===== config.mk =====
export PLATFORM = sky130hd
export DESIGN_NAME = vid_store
export DESIGN_NICKNAME = d
export VERILOG_FILES = /design/src/rtl/vid_store_pkg.sv /design/src/rtl/vs_loop.sv /design/src/rtl/vs_bank.sv /design/src/rtl/vid_store.sv
export SDC_FILE = /design/constraint.sdc
export NUM_CORES = 1
export LEC_CHECK = 0
export BUFFER_PORTS_ARGS = -buffer_cell sky130_fd_sc_hd__buf_2
export CAP_MARGIN = 0
export CORE_UTILIZATION = 30
export DETAILED_ROUTE_END_ITERATION = 7
export PLACE_DENSITY = 0.42
export SYNTH_ARGS = -nofsm -noshare
export SYNTH_HDL_FRONTEND = slang
export SYNTH_HIERARCHICAL = 1
export SYNTH_SLANG_ARGS = --single-unit

===== constraint.sdc =====
create_clock -name clk -period 1.5 [get_ports clk]
set_input_delay 0.15 -clock clk [delete_from_list [all_inputs] [get_ports clk]]
set_output_delay 0.15 -clock clk [all_outputs]
set_load 0.02 [all_outputs]

===== src/rtl/vid_store_pkg.sv =====
package vid_store_pkg;
    typedef enum logic {
        PH_EVEN = 1'b0,
        PH_ODD  = 1'b1
    } phase_t;
endpackage


===== src/rtl/vs_loop.sv =====
// One circulating serial loop: bit 0 is the head leaving the loop,
// the tail entry is either the head written back or a fresh bit.
module vs_loop #(
    parameter int DEPTH = 16
) (
    input  logic clk,
    input  logic rst,
    input  logic step,
    input  logic load,
    input  logic din,
    output logic head
);
    logic [DEPTH-1:0] bits_q;
    logic             entry;

    assign entry = load ? din : bits_q[0];

    always_ff @(posedge clk) begin
        if (rst) begin
            bits_q <= '0;
        end else if (step) begin
            bits_q <= {entry, bits_q[DEPTH-1:1]};
        end
    end

    assign head = bits_q[0];
endmodule


===== src/rtl/vs_bank.sv =====
// One picture: an even loop and an odd loop, served by phase.
module vs_bank
    import vid_store_pkg::*;
#(
    parameter int LOOP_LEN = 16
) (
    input  logic       clk,
    input  logic       rst,
    input  logic       step,
    input  phase_t     phase,
    input  logic       load,
    input  logic       din,
    output logic [1:0] heads
);
    localparam int NUM_LOOPS = 2;

    for (genvar g = 0; g < NUM_LOOPS; g++) begin : g_loop
        localparam phase_t MY_PHASE = (g == 1) ? PH_ODD : PH_EVEN;
        vs_loop #(.DEPTH(LOOP_LEN)) u_loop (
            .clk  (clk),
            .rst  (rst),
            .step (step && (phase == MY_PHASE)),
            .load (load),
            .din  (din),
            .head (heads[g])
        );
    end
endmodule


===== src/rtl/vid_store.sv =====
module vid_store
    import vid_store_pkg::*;
#(
    parameter int LOOP_LEN  = 16,
    parameter int NUM_BANKS = 3
) (
    input  logic       clk,
    input  logic       rst,
    input  logic       shift_en,
    input  logic [1:0] bank_sel,
    input  logic       load_en,
    input  logic       load_bit,
    input  logic       mark_en,
    output logic       video_out
);
    localparam int BANK_W = 2;

    phase_t                        phase_q, phase_d;
    logic                          accept;
    logic                          cur_head;
    logic                          video_q;
    logic [NUM_BANKS-1:0][1:0]     heads;

    assign accept = shift_en && (int'(bank_sel) < NUM_BANKS);

    // State register
    always_ff @(posedge clk) begin
        if (rst) begin
            phase_q <= PH_EVEN;
        end else begin
            phase_q <= phase_d;
        end
    end

    // Next-state logic
    always_comb begin
        phase_d = phase_q;
        unique case (phase_q)
            PH_EVEN: if (accept) phase_d = PH_ODD;
            PH_ODD:  if (accept) phase_d = PH_EVEN;
        endcase
    end

    for (genvar b = 0; b < NUM_BANKS; b++) begin : g_bank
        vs_bank #(.LOOP_LEN(LOOP_LEN)) u_bank (
            .clk   (clk),
            .rst   (rst),
            .step  (accept && (bank_sel == BANK_W'(b))),
            .phase (phase_q),
            .load  (load_en),
            .din   (load_bit),
            .heads (heads[b])
        );
    end

    always_comb begin
        cur_head = 1'b0;
        for (int i = 0; i < NUM_BANKS; i++) begin
            if (bank_sel == BANK_W'(i)) begin
                cur_head = (phase_q == PH_ODD) ? heads[i][1] : heads[i][0];
            end
        end
    end

    // Output process
    always_ff @(posedge clk) begin
        if (rst) begin
            video_q <= 1'b0;
        end else if (accept) begin
            video_q <= cur_head & ~mark_en;
        end
    end

    assign video_out = video_q;
endmodule


# Word-level counts from Yosys, hierarchy flattened
# Cells that the tools add are included.
# W data, S select, Z words.
# word_totals
in_bits	8
output_inout_bits	1
regBits	98
# classes
eq_ne	2
muxes	15
n_reduce_logical	11
n_lt_le_gt_ge	1
bitwise	3
# ops
operator	count
$mux W1	14
$logic_and A1 B1 Y1	10
$eq A2 B1 Y1 const B	1
$eq A2 B2 Y1 const B	1
$logic_not A2 Y1	1
$lt A2 B2 Y1 const B	1
$not A1 Y1	2
$pmux W1 S2	1
$and A1 B1 Y1	1

# Logic depth before layout (Yosys ltp)
# Gate-level depths: netlist (run 1).
# logic_depth
ltp_word	5
depth_mapped	7
ltp_nobuf	5

# Modules after synthesis
# Netlist (run 1), hierarchy kept.
# modules_own_cells
mod	area_each_um2	n_inst	cells_each
vs_loop	590.6	6	53
vid_store	167.7	1	18
vs_bank	16.3	3	2

# Worst setup path after synthesis (run 1)
# No wires, ideal clock.
# synth_timing
path_kind	register to register
startpoint	register phase_q
endpoint	register g_bank[2].u_bank.g_loop[0].u_loop.bits_q[10]
path_buffers	2
required_time_ps	1386
t_arrival_ps	1136
setup_slack_ps	249
stages_incl_launch_ff	6
cell_sequence	dfxtp_1 -> and2b_2 -> buf_6 -> buf_12 -> mux2i_1 -> nor2_1
# synth_between
elab_chain_cells	2
# synth_rtl
element	line	source
start, declared	vid_store.sv:18	phase_t phase_q, phase_d;
start signal, assigned	vid_store.sv:31	phase_q <= phase_d;
$not A1 Y1	vs_bank.sv:22	.step (step && (phase == MY_PHASE)),
$logic_and A1 B1 Y1	vs_bank.sv:22	
end signal, assigned	vs_loop.sv:22	bits_q <= {entry, bits_q[DEPTH-1:1]};
end, declared	vs_loop.sv:13	logic [DEPTH-1:0] bits_q;
# Every way passes these cells.
# A chain may end at the register's enable or synchronous reset.

# Worst setup path after layout (run 1)
# layout_timing
startpoint	register phase_q
endpoint	register video_q (netlist: video_out)
# layout_between
elab_chain_cells	5
# layout_rtl
element	line	source
$mux W1	vid_store.sv:60	cur_head = (phase_q == PH_ODD) ? heads[i][1] : heads[i][0];
$mux W1 (2 in a row)	vid_store.sv:59	if (bank_sel == BANK_W'(i)) begin
$mux W1 (*)	vid_store.sv:59	
$and A1 B1 Y1 (*)	vid_store.sv:70	video_q <= cur_head & ~mark_en;
end signal, assigned	vid_store.sv:70	
end, declared	vid_store.sv:21	logic video_q;
# Every way passes the cells marked *; elsewhere a longest branch is shown, timed or not.

==> impl_metrics.tcl, run 1 <==
set metrics [dict create \
    synth_area_leaders "dfxtp_1 52%, mux2i_1 26%, nor2_1 9.7%" \
    pwr_density_cell_nw_per_um2 1270 \
    crit_slowest_cell "dfxtp_1" \
    worst_slew_pin_slew_ns 0.335 \
    dpl.cell_count 502 \
    synthFlopType "dfxtp_1" \
    skew_ns 0.00512 \
    clock_latency_ns 0.34 \
    viasPerCell 4.19 \
    final_util 0.346 \
    critPathRequiredTime_ns 1.77 \
    gp_congestion 0.621 \
    hold_path_class "primary input to flip-flop" \
    yosysTopAreaCell "dfxtp_1" \
    start_util 0.310 \
    grt_pass1_wl_um 9760 \
    ir_drop_uv 385 \
    p_leak_nw 1.45 \
    regArea_um2 1960 \
    netlist_instances 342 \
    grt_overflow 0 \
    post-place-ws_ns 0.0666 \
    drc 0 \
    core_area_um2 12100 \
    crit_chain "mux2i_1 > a2111o_1 > a22oi_1" \
    die-area_um2 13000 \
    ctsResizeCount 0 \
    routed-via-count 2160 \
    cp_slowest_stage_delay_ns 0.51 \
    synth_seq_cells 98 \
    cp.arrival_ns 1.57 \
    layout.cells.non_filler 516 \
    critical_path.top_delay_family "compound AO/OA/AOI/OAI gates" \
    final.min_clock_period_ns 1.31 \
    yosysTopAreaCellShare 0.522 \
    setup_violations 0 \
    setup_tns_ns 0 \
    synthMostInstantiatedCell "dfxtp_1" \
    fmax_mhz 764 \
    synthTopCellsByCount "98 x dfxtp_1, 97 x mux2i_1, 97 x nor2_1" \
    io_buffers 8 \
    relSlewSlack 0.777 \
    min_path_cells 2 \
    htreeDepth 3 \
    dieWidth_um 114 \
    first_iter_violations 67 \
    cts_buffers 9 \
    critical_path.max_fanout 10 \
    rsz0062_at_grt "false" \
    cts_root_buf "clkbuf_16" \
    r2r-start "phase_q$_SDFF_PP0_" \
    reg2reg_slack_ns 0.19 \
    layout-drive-gt1-share 0.106 \
    post_cts_buffers 0 \
    io_pins 9 \
    ant_nets 0 \
    nNetsFinal 353 \
    maxCapViolCount 0 \
    async_reset_ff_frac 0 \
    grt_use_total 0.0981 \
    rows 40 \
    diodes 0 \
    drv_slew 0 \
    die_y_um 114 \
    r2r.worst_path.cells 3 \
    clk_pin_slew_ns 0.06 \
    crit_type "flip-flop to flip-flop" \
    hold_path_end "phase_q$_SDFF_PP0_" \
    cp-start-kind "flip-flop" \
    dr.pass1.iters 4 \
    rr_endpoint "video_out$_SDFFE_PP0P_" \
    finalCritPeriodShare 0.872 \
    dp_hpwl_um 3530 \
    syn_avg_cell_area_um2 11.0 \
    layout_setup_ws_ns 0.191 \
    multiInputGateArea_um2 1540 \
    hold_violations 0 \
    clkSinkCount 98 \
    grt_max_degree 33 \
    syn-cell-area_um2 3760 \
    nFillCells 1265 \
    path_buf_inv 0 \
    status "finished, final reports clean" \
    antenna_found_initial 0 \
    synth_nets 350 \
    tritoncts "yes" \
    wirelength_um 5580 \
    ys_warn_count 6 \
    area.growth.synth_to_final_pct 11.4 \
    postCtsHoldBufs 0 \
    grt_pass1_vias 2125 \
    wl_per_cell_um 10.8 \
    synth_seq_area_share 0.522 \
    hold_path.startpoint "rst" \
    synthDistinctLibCells 23 \
    synth_edf_count 0 \
    endpoint_kind "flip-flop" \
    cts_buffer_depth 2 \
]
[kinds of logic after synthesis]
family	count (synthesis)	share of synthesized area
buffers and inverters	25	0.0689
and+or+nand+nor	108	0.119
xor gates and xnor gates	1	0.00233
AOI/OAI and AO/OA	11	0.0240
DFF	98	0.522
muxes	99	0.264
[power breakdown]
group / internal, W / switching [W] / total, W
Combinational: 0.0000825 / 0.000111 / 0.000193
Sequential: 0.00261 / 0.0000115 / 0.00262
Clock: 0.00161 / 0.000898 / 0.00251
Total: 0.00431 / 0.00102 / 0.00533
[worst max path at each step]
stage	start	to	slack [ns]	cells after the start
after floorplan	phase_q$_SDFF_PP0_	g_bank[2].u_bank/g_loop[0].u_loop/bits_q[10]$_SDFFE_PP0P_	0.25	5
after global placement	bank_sel[1]	g_bank[0].u_bank/g_loop[0].u_loop/bits_q[9]$_SDFFE_PP0P_	0.08	5
after detailed placement	bank_sel[0]	g_bank[0].u_bank/g_loop[0].u_loop/bits_q[9]$_SDFFE_PP0P_	0.07	5
after CTS	phase_q$_SDFF_PP0_	g_bank[0].u_bank/g_loop[0].u_loop/bits_q[2]$_SDFFE_PP0P_	0.08	3
after global routing	phase_q$_SDFF_PP0_	g_bank[2].u_bank/g_loop[0].u_loop/bits_q[12]$_SDFFE_PP0P_	0.07	3
final	phase_q$_SDFF_PP0_	video_out$_SDFFE_PP0P_	0.19	3
[cell type report]
| type | instances | share of cell area |
|---|---|---|
| Tap cell | 168 | 0.0502 |
| Inverter | 1 | 0.000896 |
| Sequential cell | 98 | 0.468 |
| Clock buffer | 11 | 0.0555 |
| Timing Repair Buffer | 16 | 0.0358 |
| Multi-Input combinational cell | 219 | 0.368 |
| Clock inverter | 3 | 0.0215 |
[stage by stage]
step	instance area, µm²	power (W)	hold WS (ns)
final	4190	0.00533	0.0910
after global routing	4190	0.00553	0.102
after CTS	4190	0.00545	0.0773
after detailed placement	3860	0.00288	0.451
after global placement	3860	0.00288	0.453
after floorplan	3760	0.00285	0.222
[registers in the layout, summed over array words and instances (netlist names)]
| name | flops |
|---|---|
| g_bank.u_bank/g_loop.u_loop/bits_q | 96 |
| video_out | 1 |
| phase_q | 1 |
[worst register-to-register path, cell delays in order (launching register included)]
cell,delay [ns]
dfxtp_1,0.51
mux2i_1,0.14
a2111o_1,0.41
a22oi_1,0.17
[layer usage]
| layer | global-route usage | routed length [µm] | share of wire |
|---|---|---|---|
| met1 | 0.117 | 2900 | 0.52 |
| met2 | 0.148 | 2320 | 0.42 |
| met3 | 0.0292 | 168 | 0.030 |
| met4 | 0.0753 | 186 | 0.033 |
| met5 | 0 | 0 | 0 |
[placed cells by master, fill, tap and decap left out, types with 3 or more instances in the layout]
master / n
a211oi_1: 6
and2_2: 3
buf_12: 4
buf_2: 8
buf_4: 4
bufinv_16: 3
clkbuf_16: 9
dfxtp_1: 98
mux2i_1: 97
nor2_1: 97
(Power assumes the default switching activity.)
==> run 2, diff against run 1 <==
Settings changed: PLACE_DENSITY 0.42 to 0.44.
Clock period 1.5 ns to 1.19 ns, I/O delays scaled along.
==> impl_metrics.tcl, run 2 (same netlist as run 1, synthesis figures left out) <==
set metrics [dict create \
    dpl.cell_count 508 \
    grt_max_degree 37 \
    dp_hpwl_um 3500 \
    reg2reg_slack_ns -0.01 \
    ant_nets 0 \
    routed-via-count 2284 \
    core_area_um2 12100 \
    layout.cells.non_filler 533 \
    rsz0062_at_grt "true" \
    layout-drive-gt1-share 0.175 \
    dieWidth_um 114 \
    mostFrequentLayoutCells "97 x dfxtp_1, 96 x nor2_1, 93 x mux2i_1" \
    ir_drop_uv 561 \
    diodes 0 \
    crit_slowest_cell "dfxtp_4" \
    skew_ns 0.00500 \
    rows 40 \
    top_register "g_bank.u_bank/g_loop.u_loop/bits_q" \
    p_leak_nw 1.57 \
    cp.arrival_ns 1.43 \
    clk_pin_slew_ns 0.07 \
    maxCapViolCount 0 \
    finalCritPeriodShare 1.01 \
    critPathRequiredTime_ns 1.41 \
    mostFrequentLayoutCell "dfxtp_1" \
    critical_path.max_fanout 8 \
    tritoncts "yes" \
    nNetsFinal 368 \
    clkSinkCount 98 \
    die_y_um 114 \
    grt_use_total 0.0968 \
    wirelength_um 6190 \
    cp-start-kind "flip-flop" \
    grt_pass1_vias 2165 \
    area.growth.synth_to_final_pct 19.3 \
    pwr_density_cell_nw_per_um2 1460 \
    layout_setup_ws_ns -0.0113 \
    clock_latency_ns 0.34 \
    fmax_mhz 832 \
    worst_slew_pin_slew_ns 0.306 \
    wl_per_cell_um 11.6 \
    cts_buffer_depth 2 \
    hold_path_class "primary input to flip-flop" \
    htreeDepth 3 \
    drv_slew 0 \
    endpoint_kind "flip-flop" \
    postCtsHoldBufs 0 \
    rr_endpoint "g_bank[1].u_bank/g_loop[1].u_loop/bits_q[7]$_SDFFE_PP0P_" \
    final.min_clock_period_ns 1.20 \
    dr.pass1.iters 4 \
    crit_type "flip-flop to flip-flop" \
    setup_violations 7 \
    hold_violations 0 \
    hold_path.startpoint "mark_en" \
    min_path_cells 3 \
    status "complete, but fails checks" \
    post-place-ws_ns -0.0854 \
    antenna_found_initial 0 \
    io_pins 9 \
    viasPerCell 4.29 \
    gp_congestion 0.663 \
    r2r.worst_path.cells 5 \
    grt_pass1_wl_um 9760 \
    hold_path_end "video_out$_SDFFE_PP0P_" \
    r2r-start "phase_q$_SDFF_PP0_" \
    first_iter_violations 60 \
    cts_root_buf "clkbuf_16" \
    crit_chain "buf_6 > and2_4 > clkbuf_16 > mux2i_1 > nor2_1" \
    drc 0 \
    io_buffers 8 \
    die-area_um2 13000 \
    cts_buffers 9 \
    grt_overflow 0 \
    cp_slowest_stage_delay_ns 0.38 \
    relSlewSlack 0.796 \
    largest_register_ffs 96 \
    violations "setup timing" \
    start_util 0.310 \
]
-- run 2: cell types whose count changed in the layout (fill, tap and decap cells not counted), moves of 2 or more --
cell and delta:
clkbuf_16 +7, buf_4 +4, mux2i_1 -4, mux2i_2 +4, buf_12 +3, clkinv_2 +3
and2_2 -2, and2_4 +2, bufinv_16 -2, clkbuf_1 -2, clkbuf_8 +2
-- run 2: cell type report --
class | instances | area [µm²]
Timing Repair Buffer | 31 | 427
Clock buffer | 11 | 253
Fill cell | 1275 | 7630
Tap cell | 168 | 210
Clock inverter | 5 | 52.6
Multi-Input combinational cell | 219 | 1570
Inverter | 1 | 3.75
Sequential cell | 98 | 1970
-- run 2: what timing repair did --
item | CTS | global route
endpoints found under the setup margin | 6 | 58
resized for setup | 1 | 14
buffers inserted | 0 | 2
cloned | 0 | 7
pin swaps | 0 | 10
-- run 2: metal layers --
metal / wire [µm] / global-route usage
met5: 0 / 0
met4: 169 / 0.0675
met3: 132 / 0.0202
met2: 2750 / 0.152
met1: 3140 / 0.119
-- run 2: critical path, delay by kind of cell (launching register included) --
family / cells / cell delay, ns
multiplexers: 1 / 0.18
flip-flops: 1 / 0.38
AND/OR/NAND/NOR: 2 / 0.24
buffers and inverters: 2 / 0.29
-- run 2: worst max path at each step --
stage / cells after the start / endpoint / slack [ns] / from
final: 5 / g_bank[1].u_bank/g_loop[1].u_loop/bits_q[7]$_SDFFE_PP0P_ / -0.01 / phase_q$_SDFF_PP0_
after global routing: 5 / g_bank[1].u_bank/g_loop[1].u_loop/bits_q[8]$_SDFFE_PP0P_ / -0.06 / phase_q$_SDFF_PP0_
after CTS: 3 / video_out$_SDFFE_PP0P_ / 0.004 / phase_q$_SDFF_PP0_
after detailed placement: 7 / g_bank[1].u_bank/g_loop[0].u_loop/bits_q[9]$_SDFFE_PP0P_ / -0.09 / bank_sel[0]
after global placement: 7 / g_bank[1].u_bank/g_loop[1].u_loop/bits_q[0]$_SDFFE_PP0P_ / -0.06 / bank_sel[1]
after floorplan: 5 / g_bank[2].u_bank/g_loop[0].u_loop/bits_q[10]$_SDFFE_PP0P_ / 0.02 / phase_q$_SDFF_PP0_
-- run 2: where the power goes --
group | switching (W) | leakage [nW] | internal [W]
clock | 0.00117 | 0.151 | 0.00173
sequential | 0.0000120 | 0.790 | 0.00329
combinational | 0.000169 | 0.631 | 0.000175
total | 0.00135 | 1.57 | 0.00520
-- run 2: per-stage QoR --
step	hold WS (ns)	TNS (ns)	instance area (µm²)	util	power, W
6_report	0.0868	-0.0501	4490	0.370	0.00655
5_1_grt	0.109	-2.52	4490	0.370	0.00679
4_1_cts	0.0908	0	4260	0.351	0.00660
3_5_place_dp	0.450	-2.81	3950	0.326	0.00366
3_3_place_gp	0.448	-1.50	3950	0.326	0.00366
2_1_floorplan	0.184	0	3760	-	0.00360
